[config.mk]
export PLATFORM = sky130hd
export DESIGN_NAME = capture_timer
export DESIGN_NICKNAME = d
export VERILOG_FILES = /design/src/rtl/tmr_pkg.sv /design/src/rtl/tmr_in_cond.sv /design/src/rtl/tmr_edge_fsm.sv /design/src/rtl/capture_timer.sv
export SDC_FILE = /design/constraint.sdc
export NUM_CORES = 1
export LEC_CHECK = 0
export CAP_MARGIN = 0
export CORE_MARGIN = 3
export CORE_UTILIZATION = 38
export CTS_BUF_LIST = sky130_fd_sc_hd__clkbuf_2 sky130_fd_sc_hd__clkbuf_4 sky130_fd_sc_hd__clkbuf_8
export CTS_CLUSTER_DIAMETER = 30
export DETAILED_ROUTE_END_ITERATION = 7
export DONT_BUFFER_PORTS = 1
export GPL_TIMING_DRIVEN = 1
export SKIP_LAST_GASP = 1
export SYNTH_ARGS = -nofsm -noshare
export SYNTH_HDL_FRONTEND = slang
export SYNTH_SLANG_ARGS = --single-unit
export TNS_END_PERCENT = 1
[constraint.sdc]
create_clock -name clk -period 2.8 [get_ports clk]
set_input_delay 0.56 -clock clk [delete_from_list [all_inputs] [get_ports clk]]
set_output_delay 0.56 -clock clk [all_outputs]
set_load 0.05 [all_outputs]
[src/rtl/tmr_pkg.sv]
package tmr_pkg;
    typedef enum logic [2:0] {
        REG_CTRL  = 3'd0,
        REG_CNT_L = 3'd1,
        REG_CNT_H = 3'd2,
        REG_CMP_A = 3'd3,
        REG_CMP_B = 3'd4,
        REG_FLAGS = 3'd5
    } reg_addr_e;

    localparam int CTRL_WIDE = 3;
    localparam int CTRL_SRC  = 4;
    localparam int CTRL_RISE = 5;
    localparam int CTRL_FILT = 6;

    localparam int FLAG_CAP = 0;
    localparam int FLAG_OVF = 1;

    typedef enum logic {
        LVL_LO = 1'b0,
        LVL_HI = 1'b1
    } lvl_state_e;
endpackage

[src/rtl/tmr_in_cond.sv]
module tmr_in_cond #(
    parameter int STAGES   = 2,
    parameter int FILT_LEN = 4
) (
    input  logic clk,
    input  logic rst_n,
    input  logic raw_in,
    input  logic filt_en,
    output logic level
);
    localparam int CW = $clog2(FILT_LEN + 1);

    logic [STAGES-1:0] sync_q;
    logic              sampled;
    logic              filt_q;
    logic [CW-1:0]     run_q;

    always_ff @(posedge clk or negedge rst_n) begin
        if (!rst_n) sync_q <= '0;
        else        sync_q <= {sync_q[STAGES-2:0], raw_in};
    end

    assign sampled = sync_q[STAGES-1];

    always_ff @(posedge clk or negedge rst_n) begin
        if (!rst_n) begin
            filt_q <= 1'b0;
            run_q  <= '0;
        end else if (sampled != filt_q) begin
            if (run_q == CW'(FILT_LEN - 1)) begin
                filt_q <= sampled;
                run_q  <= '0;
            end else begin
                run_q <= run_q + 1'b1;
            end
        end else begin
            run_q <= '0;
        end
    end

    assign level = filt_en ? filt_q : sampled;
endmodule

[src/rtl/tmr_edge_fsm.sv]
module tmr_edge_fsm
    import tmr_pkg::*;
(
    input  logic clk,
    input  logic rst_n,
    input  logic level,
    input  logic rise_sel,
    output logic trig
);
    lvl_state_e state_q, state_d;

    always_ff @(posedge clk or negedge rst_n) begin
        if (!rst_n) state_q <= LVL_LO;
        else        state_q <= state_d;
    end

    always_comb begin
        state_d = state_q;
        trig    = 1'b0;
        unique case (state_q)
            LVL_LO: if (level) begin
                state_d = LVL_HI;
                trig    = rise_sel;
            end
            LVL_HI: if (!level) begin
                state_d = LVL_LO;
                trig    = !rise_sel;
            end
        endcase
    end
endmodule

[src/rtl/capture_timer.sv]
module capture_timer
    import tmr_pkg::*;
#(
    parameter int SYNC_STAGES = 2,
    parameter int FILT_LEN    = 4
) (
    input  logic       clk,
    input  logic       rst_n,
    input  logic       clk_en,
    input  logic [2:0] bus_addr,
    input  logic       bus_wr,
    input  logic       bus_rd,
    input  logic [7:0] bus_wdata,
    output logic [7:0] bus_rdata,
    input  logic       cap_pin,
    input  logic       cmp_out,
    output logic       cap_flag,
    output logic       ovf_flag,
    output logic       match_b
);
    localparam int BYTE_W = 8;
    localparam int CNT_W  = 2 * BYTE_W;
    localparam logic [CNT_W-1:0] TOP_WIDE   = '1;
    localparam logic [CNT_W-1:0] TOP_NARROW = CNT_W'({BYTE_W{1'b1}});

    logic [BYTE_W-1:0] ctrl_q, cmpa_q, cmpb_q, temp_q;
    logic [CNT_W-1:0]  cnt_q, cnt_inc, cnt_wval, top_val;
    logic              cap_q, ovf_q;
    logic              wide, running, tick, cnt_wr, trig, level, raw_sel;

    assign wide    = ctrl_q[CTRL_WIDE];
    assign running = |ctrl_q[2:0];
    assign tick    = running && clk_en;
    assign cnt_wr  = bus_wr && (bus_addr == REG_CNT_L);
    assign top_val = wide ? TOP_WIDE : TOP_NARROW;
    assign cnt_inc = wide ? cnt_q + 1'b1
                          : {{BYTE_W{1'b0}}, cnt_q[BYTE_W-1:0] + 1'b1};
    assign cnt_wval = wide ? {temp_q, bus_wdata} : {{BYTE_W{1'b0}}, bus_wdata};
    assign raw_sel  = ctrl_q[CTRL_SRC] ? cmp_out : cap_pin;

    tmr_in_cond #(.STAGES(SYNC_STAGES), .FILT_LEN(FILT_LEN)) u_cond (
        .clk(clk), .rst_n(rst_n), .raw_in(raw_sel),
        .filt_en(ctrl_q[CTRL_FILT]), .level(level)
    );

    tmr_edge_fsm u_edge (
        .clk(clk), .rst_n(rst_n), .level(level),
        .rise_sel(ctrl_q[CTRL_RISE]), .trig(trig)
    );

    always_ff @(posedge clk or negedge rst_n) begin
        if (!rst_n) begin
            ctrl_q <= '0;
            cnt_q  <= '0;
            temp_q <= '0;
            cmpa_q <= '0;
            cmpb_q <= '1;
            cap_q  <= 1'b0;
            ovf_q  <= 1'b0;
        end else begin
            if (bus_wr && bus_addr == REG_CTRL) ctrl_q <= {1'b0, bus_wdata[6:0]};

            if (cnt_wr)    cnt_q <= cnt_wval;
            else if (tick) cnt_q <= cnt_inc;

            if (bus_wr && bus_addr == REG_CNT_H)                temp_q <= bus_wdata;
            else if (bus_rd && bus_addr == REG_CNT_L && wide)   temp_q <= cnt_q[CNT_W-1:BYTE_W];

            if (bus_wr && bus_addr == REG_CMP_A) cmpa_q <= bus_wdata;
            else if (trig)                       cmpa_q <= cnt_q[BYTE_W-1:0];

            if (bus_wr && bus_addr == REG_CMP_B) cmpb_q <= bus_wdata;
            else if (trig && wide)               cmpb_q <= cnt_q[CNT_W-1:BYTE_W];

            if (trig)                                           cap_q <= 1'b1;
            else if (bus_wr && bus_addr == REG_FLAGS && bus_wdata[FLAG_CAP]) cap_q <= 1'b0;

            if (tick && !cnt_wr && cnt_inc == top_val)          ovf_q <= 1'b1;
            else if (bus_wr && bus_addr == REG_FLAGS && bus_wdata[FLAG_OVF]) ovf_q <= 1'b0;
        end
    end

    always_comb begin
        bus_rdata = '0;
        case (bus_addr)
            REG_CTRL:  bus_rdata = ctrl_q;
            REG_CNT_L: bus_rdata = cnt_q[BYTE_W-1:0];
            REG_CNT_H: bus_rdata = temp_q;
            REG_CMP_A: bus_rdata = cmpa_q;
            REG_CMP_B: bus_rdata = cmpb_q;
            REG_FLAGS: bus_rdata = {6'b0, ovf_q, cap_q};
            default:   bus_rdata = '0;
        endcase
    end

    assign cap_flag = cap_q;
    assign ovf_flag = ovf_q;
    assign match_b  = !wide && (cnt_q[BYTE_W-1:0] == cmpb_q);
endmodule

==> impl.org <==
** Global routing
- Number of global-route vias before repair :: 2807
- The first global-routing pass estimated 15.41 mm of wire.
- Overall global routing resource usage :: 0.1932
- The total overflow left after global routing is 0.
- Pin count of the biggest net entering global routing :: 49
- Initial antenna violation count :: 0

** Route
- After detailed routing, the average wire length per cell comes to 20.72 µm.
- The routed design has 9.571 mm of wire.
- The first detailed-routing pass ran for 7 iterations.
- The detail route stage leaves a number of antenna-violating nets equal to 0.
- Via density per instance :: 6.210
- Total number of vias :: 2869
- After detailed routing, the number of remaining DRC violations is 0.
- The first routing iteration left 288 violations.

** Clock tree
- CTS buffer count :: 5
- TritonCTS built the clock tree.
- Clk slew on worst S/H paths :: 0.10 ns
- Setup Buffers After CTS :: 0
- CTS saw 56 sinks.
- CTS H-tree depth :: 2
- The number of hold buffers added after CTS was 1.
- At the later pin of the worst-skew pair, clock insertion delay measures 0.32 ns.
- Buffer depth of the longest clock path :: 2
- Post-CTS repair changed the size of 0 cells.
- Clock tree synthesis selected as its root buffer the cell sky130_fd_sc_hd__clkbuf_8.

** Die
- Area of the die :: 0.01043 mm²
- Area of the core :: 0.008848 mm²
- 29 I/O pins were placed.
- Number of standard-cell rows in the floorplan :: 34
- X dimension of the die :: 102.1 µm
- The die is 102.1 µm tall.
- For this configuration, the core starts out at a cell density of 0.3969.

** Finish
- At the end of the flow, the number of nets in the layout was 374.
- Total area of sequential cells :: 0.001411 mm²
- Leaving out fill and tap cells, the most frequent cells in the layout are 48 x sky130_fd_sc_hd__dfrtp_1, 31 x sky130_fd_sc_hd__nand2_1, 25 x sky130_fd_sc_hd__nor2_1, 22 x sky130_fd_sc_hd__mux2i_1, 19 x sky130_fd_sc_hd__mux2_2.
- Multi-input gate area in the final layout :: 0.001858 mm²
- Excluding fillers, the count of instances in the completed layout stands at 462.
- After filler insertion, the fill cell instance count of the layout stands at 880.
- Share of layout cells above drive strength 1 :: 0.1723
- Compared with the post-synthesis result, the final layout area differs by 4.560%.
- The number of antenna diodes in the final layout is 0.
- The library cell used most frequently in the layout, excluding fill and tap cells, is sky130_fd_sc_hd__dfrtp_1.

** Worst setup path
- In this run the worst path has a maximum fanout of 3.
- The critical path goes through mux4_2 > inv_1 > o22ai_1 > buf_4.
- At the worst endpoint, the required time is 2.24 ns.
- Startpoint class of the critical path :: flip-flop
- The number of cells on the worst reg-to-reg path is 5.
- Worst flop-to-flop path endpoint :: ovf_flag
- Together, buffers and inverters on the worst path number 2.
- The worst register-to-register path begins at cnt_q[0].
- CP Capture Type :: output pin
- Minimum setup slack among reg-to-reg paths :: 0.53 ns
- Among all stages on the critical path, the largest delay is contributed by sky130_fd_sc_hd__dfrtp_1.
- Largest delay share family, worst path :: flip-flops
- Critical path startpoint :: cap_flag
- Worst setup path class :: reg -> out
- For the worst setup path, the data arrival time is 1.86 ns.
- On the worst path, the slowest cell contributes a delay of 0.71 ns.

** Outcome
- Status :: finished, final reports clean

** STA
- The final-report hold violation count is 0.
- Setup repair after global routing left no endpoint under its margin.
- At the pin with the least slew margin, the transition time is 0.6826 ns.
- Between clock sinks in the finished design, the worst skew comes to 0.01179 ns.
- Setup slack closes at 0.3767 ns.
- Derived from the worst setup path, the maximum achievable clock frequency is 0.4127 GHz.
- Final cycle utilization of the critical path :: 0.8655
- Period minus WS final :: 2.423 ns
- Headroom to the max-slew limit came out at 0.5436.
- The final number of max-transition violations was 0.
- Setup violations remaining at the end of the flow were counted as 0.
- Across all hold checks on the routed design, the worst slack comes to 0.06940 ns.

** Place
- Placed cell count :: 453
- Detailed placement ended at an HPWL of 6.797 mm.
- At the end of routability-driven placement, the weighted congestion stood at 0.9029.
- Count of buffers from port buffering :: 0
- Setup slack at placement :: 0.5746 ns

** Synthesis
- For this run, the number of Yosys warnings is 0.
- The cell count after synthesis came out at 365.
- In this run, synthesis produced a sequential element count of 56.
- Share of the yosys chip area belonging to registers :: 0.4019
- After synthesis the cells add up to 0.003512 mm².
- Distinct cell type count after synthesis :: 59
- Synthesized area divided by synthesized cell count :: 9.622 µm²
- When the netlist entered floorplanning its net count stood at 386.

** Power and ir drop
- For this design the ratio of total power to cell area is 882.0 mW/mm².
- Across the VDD grid, the largest voltage drop is 365.0 µV.
- LEAKAGE :: 1.479 nW

** Run
- # Max-Cap Violations :: 0

** Hold path
- The min-delay analysis places its worst path in the category in -> async.
==> how the worst max path moves through the flow <==
stage,slack (ns),depth (start not counted),endpoint
2_1_floorplan,-0.10,5,bus_rdata[2]
3_3_place_gp,0.63,5,ovf_flag
3_5_place_dp,0.57,5,ovf_flag
4_1_cts,0.37,4,match_b
5_1_grt,0.27,4,match_b
6_report,0.38,4,bus_rdata[0]
==> cells by family (layout without fill, tap and decap cells) <==
logic type | count (synthesis) | in the layout | synth area share
buf+inv | 46 | 35 | 0.07089
simple gates | 107 | 107 | 0.1610
fa+ha+maj | 3 | 3 | 0.01069
compound gates | 92 | 92 | 0.1781
xor+xnor | 19 | 19 | 0.04738
flops | 56 | 56 | 0.4019
mux | 42 | 42 | 0.1300
==> worst reg2reg max path: cells and delay by family, from the launching register on <==
family,cells,cell delay (ns)
DFF,1,0.56
AOI/OAI and AO/OA,2,0.57
adders and majority gates,1,0.42
and+or+nand+nor,2,0.68
==> synth_stat cells (all sizes together) <==
library cell	count	area, µm²
dfrtp	48	1201
nand2	32	122.6
o21ai	29	145.1
nor2	25	93.84
mux2i	22	220.2
mux2	19	214.0
clkbuf	18	88.83
a22oi	16	120.1
buf	16	115.1
xnor2	15	131.4
inv	12	45.04
nand3	12	77.58
a21oi	10	50.05
a222oi	8	80.08
dfstp	8	210.2
nand4	8	56.30
o22ai	7	43.79
nor3	6	30.03
nor2b	5	31.28
o31ai	5	42.54
and3	4	25.02
o21bai	4	33.78
xor2	4	35.03
a32oi	3	26.28
and2	3	20.02
ha	3	37.54
a21o	2	15.01
nand2b	2	12.51
nand3b	2	15.01
or4	2	18.77
a2111o	1	11.26
a211o	1	8.760
a22o	1	8.760
a31oi	1	6.260
and4	1	8.760
mux4	1	22.52
nand4bb	1	27.53
nor3b	1	7.510
nor4	1	6.260
o21a	1	7.510
o221ai	1	8.760
o311ai	1	8.760
o31a	1	8.760
or2	1	6.260
or3	1	6.260
==> registers in the layout, summed over array words and instances (netlist names) <==
register / flops
cnt_q: 16
cmpa_q: 8
cmpb_q: 8
temp_q: 8
ctrl_q: 7
u_cond.run_q: 3
u_cond.sync_q: 2
cap_flag: 1
ovf_flag: 1
u_cond.filt_q: 1
u_edge.state_q: 1
==> through the flow <==
stage	area (µm²)	util	setup TNS, ns	power, mW
after floorplan	3512	-	-0.6051	2.520
final	3672	0.4150	0	3.239
after global placement	3555	0.4017	0	2.735
after CTS	3672	0.4150	0	3.240
after global routing	3672	0.4150	0	3.448
after detailed placement	3555	0.4017	0	2.755
==> power breakdown <==
part | internal (mW) | total [mW] | switching (mW)
Combinational | 0.571 | 1.14 | 0.565
Clock | 0.179 | 0.466 | 0.288
Sequential | 1.13 | 1.64 | 0.502
==> layer usage <==
| metal | routed length (µm) | global-route usage | up-vias |
|---|---|---|---|
| li1 | - | - | 1296 |
| met1 | 4347 | 0.2758 | 1429 |
| met2 | 4280 | 0.2904 | 119 |
| met3 | 698 | 0.04096 | 25 |
| met4 | 246 | 0.06761 | 0 |
| met5 | 0 | 0 | - |
==> area by class of cell <==
type | count | area share
sequential | 56 | 0.3843
multi-input combinational | 263 | 0.5060
clock inverter | 3 | 0.005792
clock buffer | 5 | 0.01874
inverter | 12 | 0.01227
tap | 108 | 0.03680
timing repair buffer | 15 | 0.03612
Note: power is estimated with default switching activity, not from simulation.
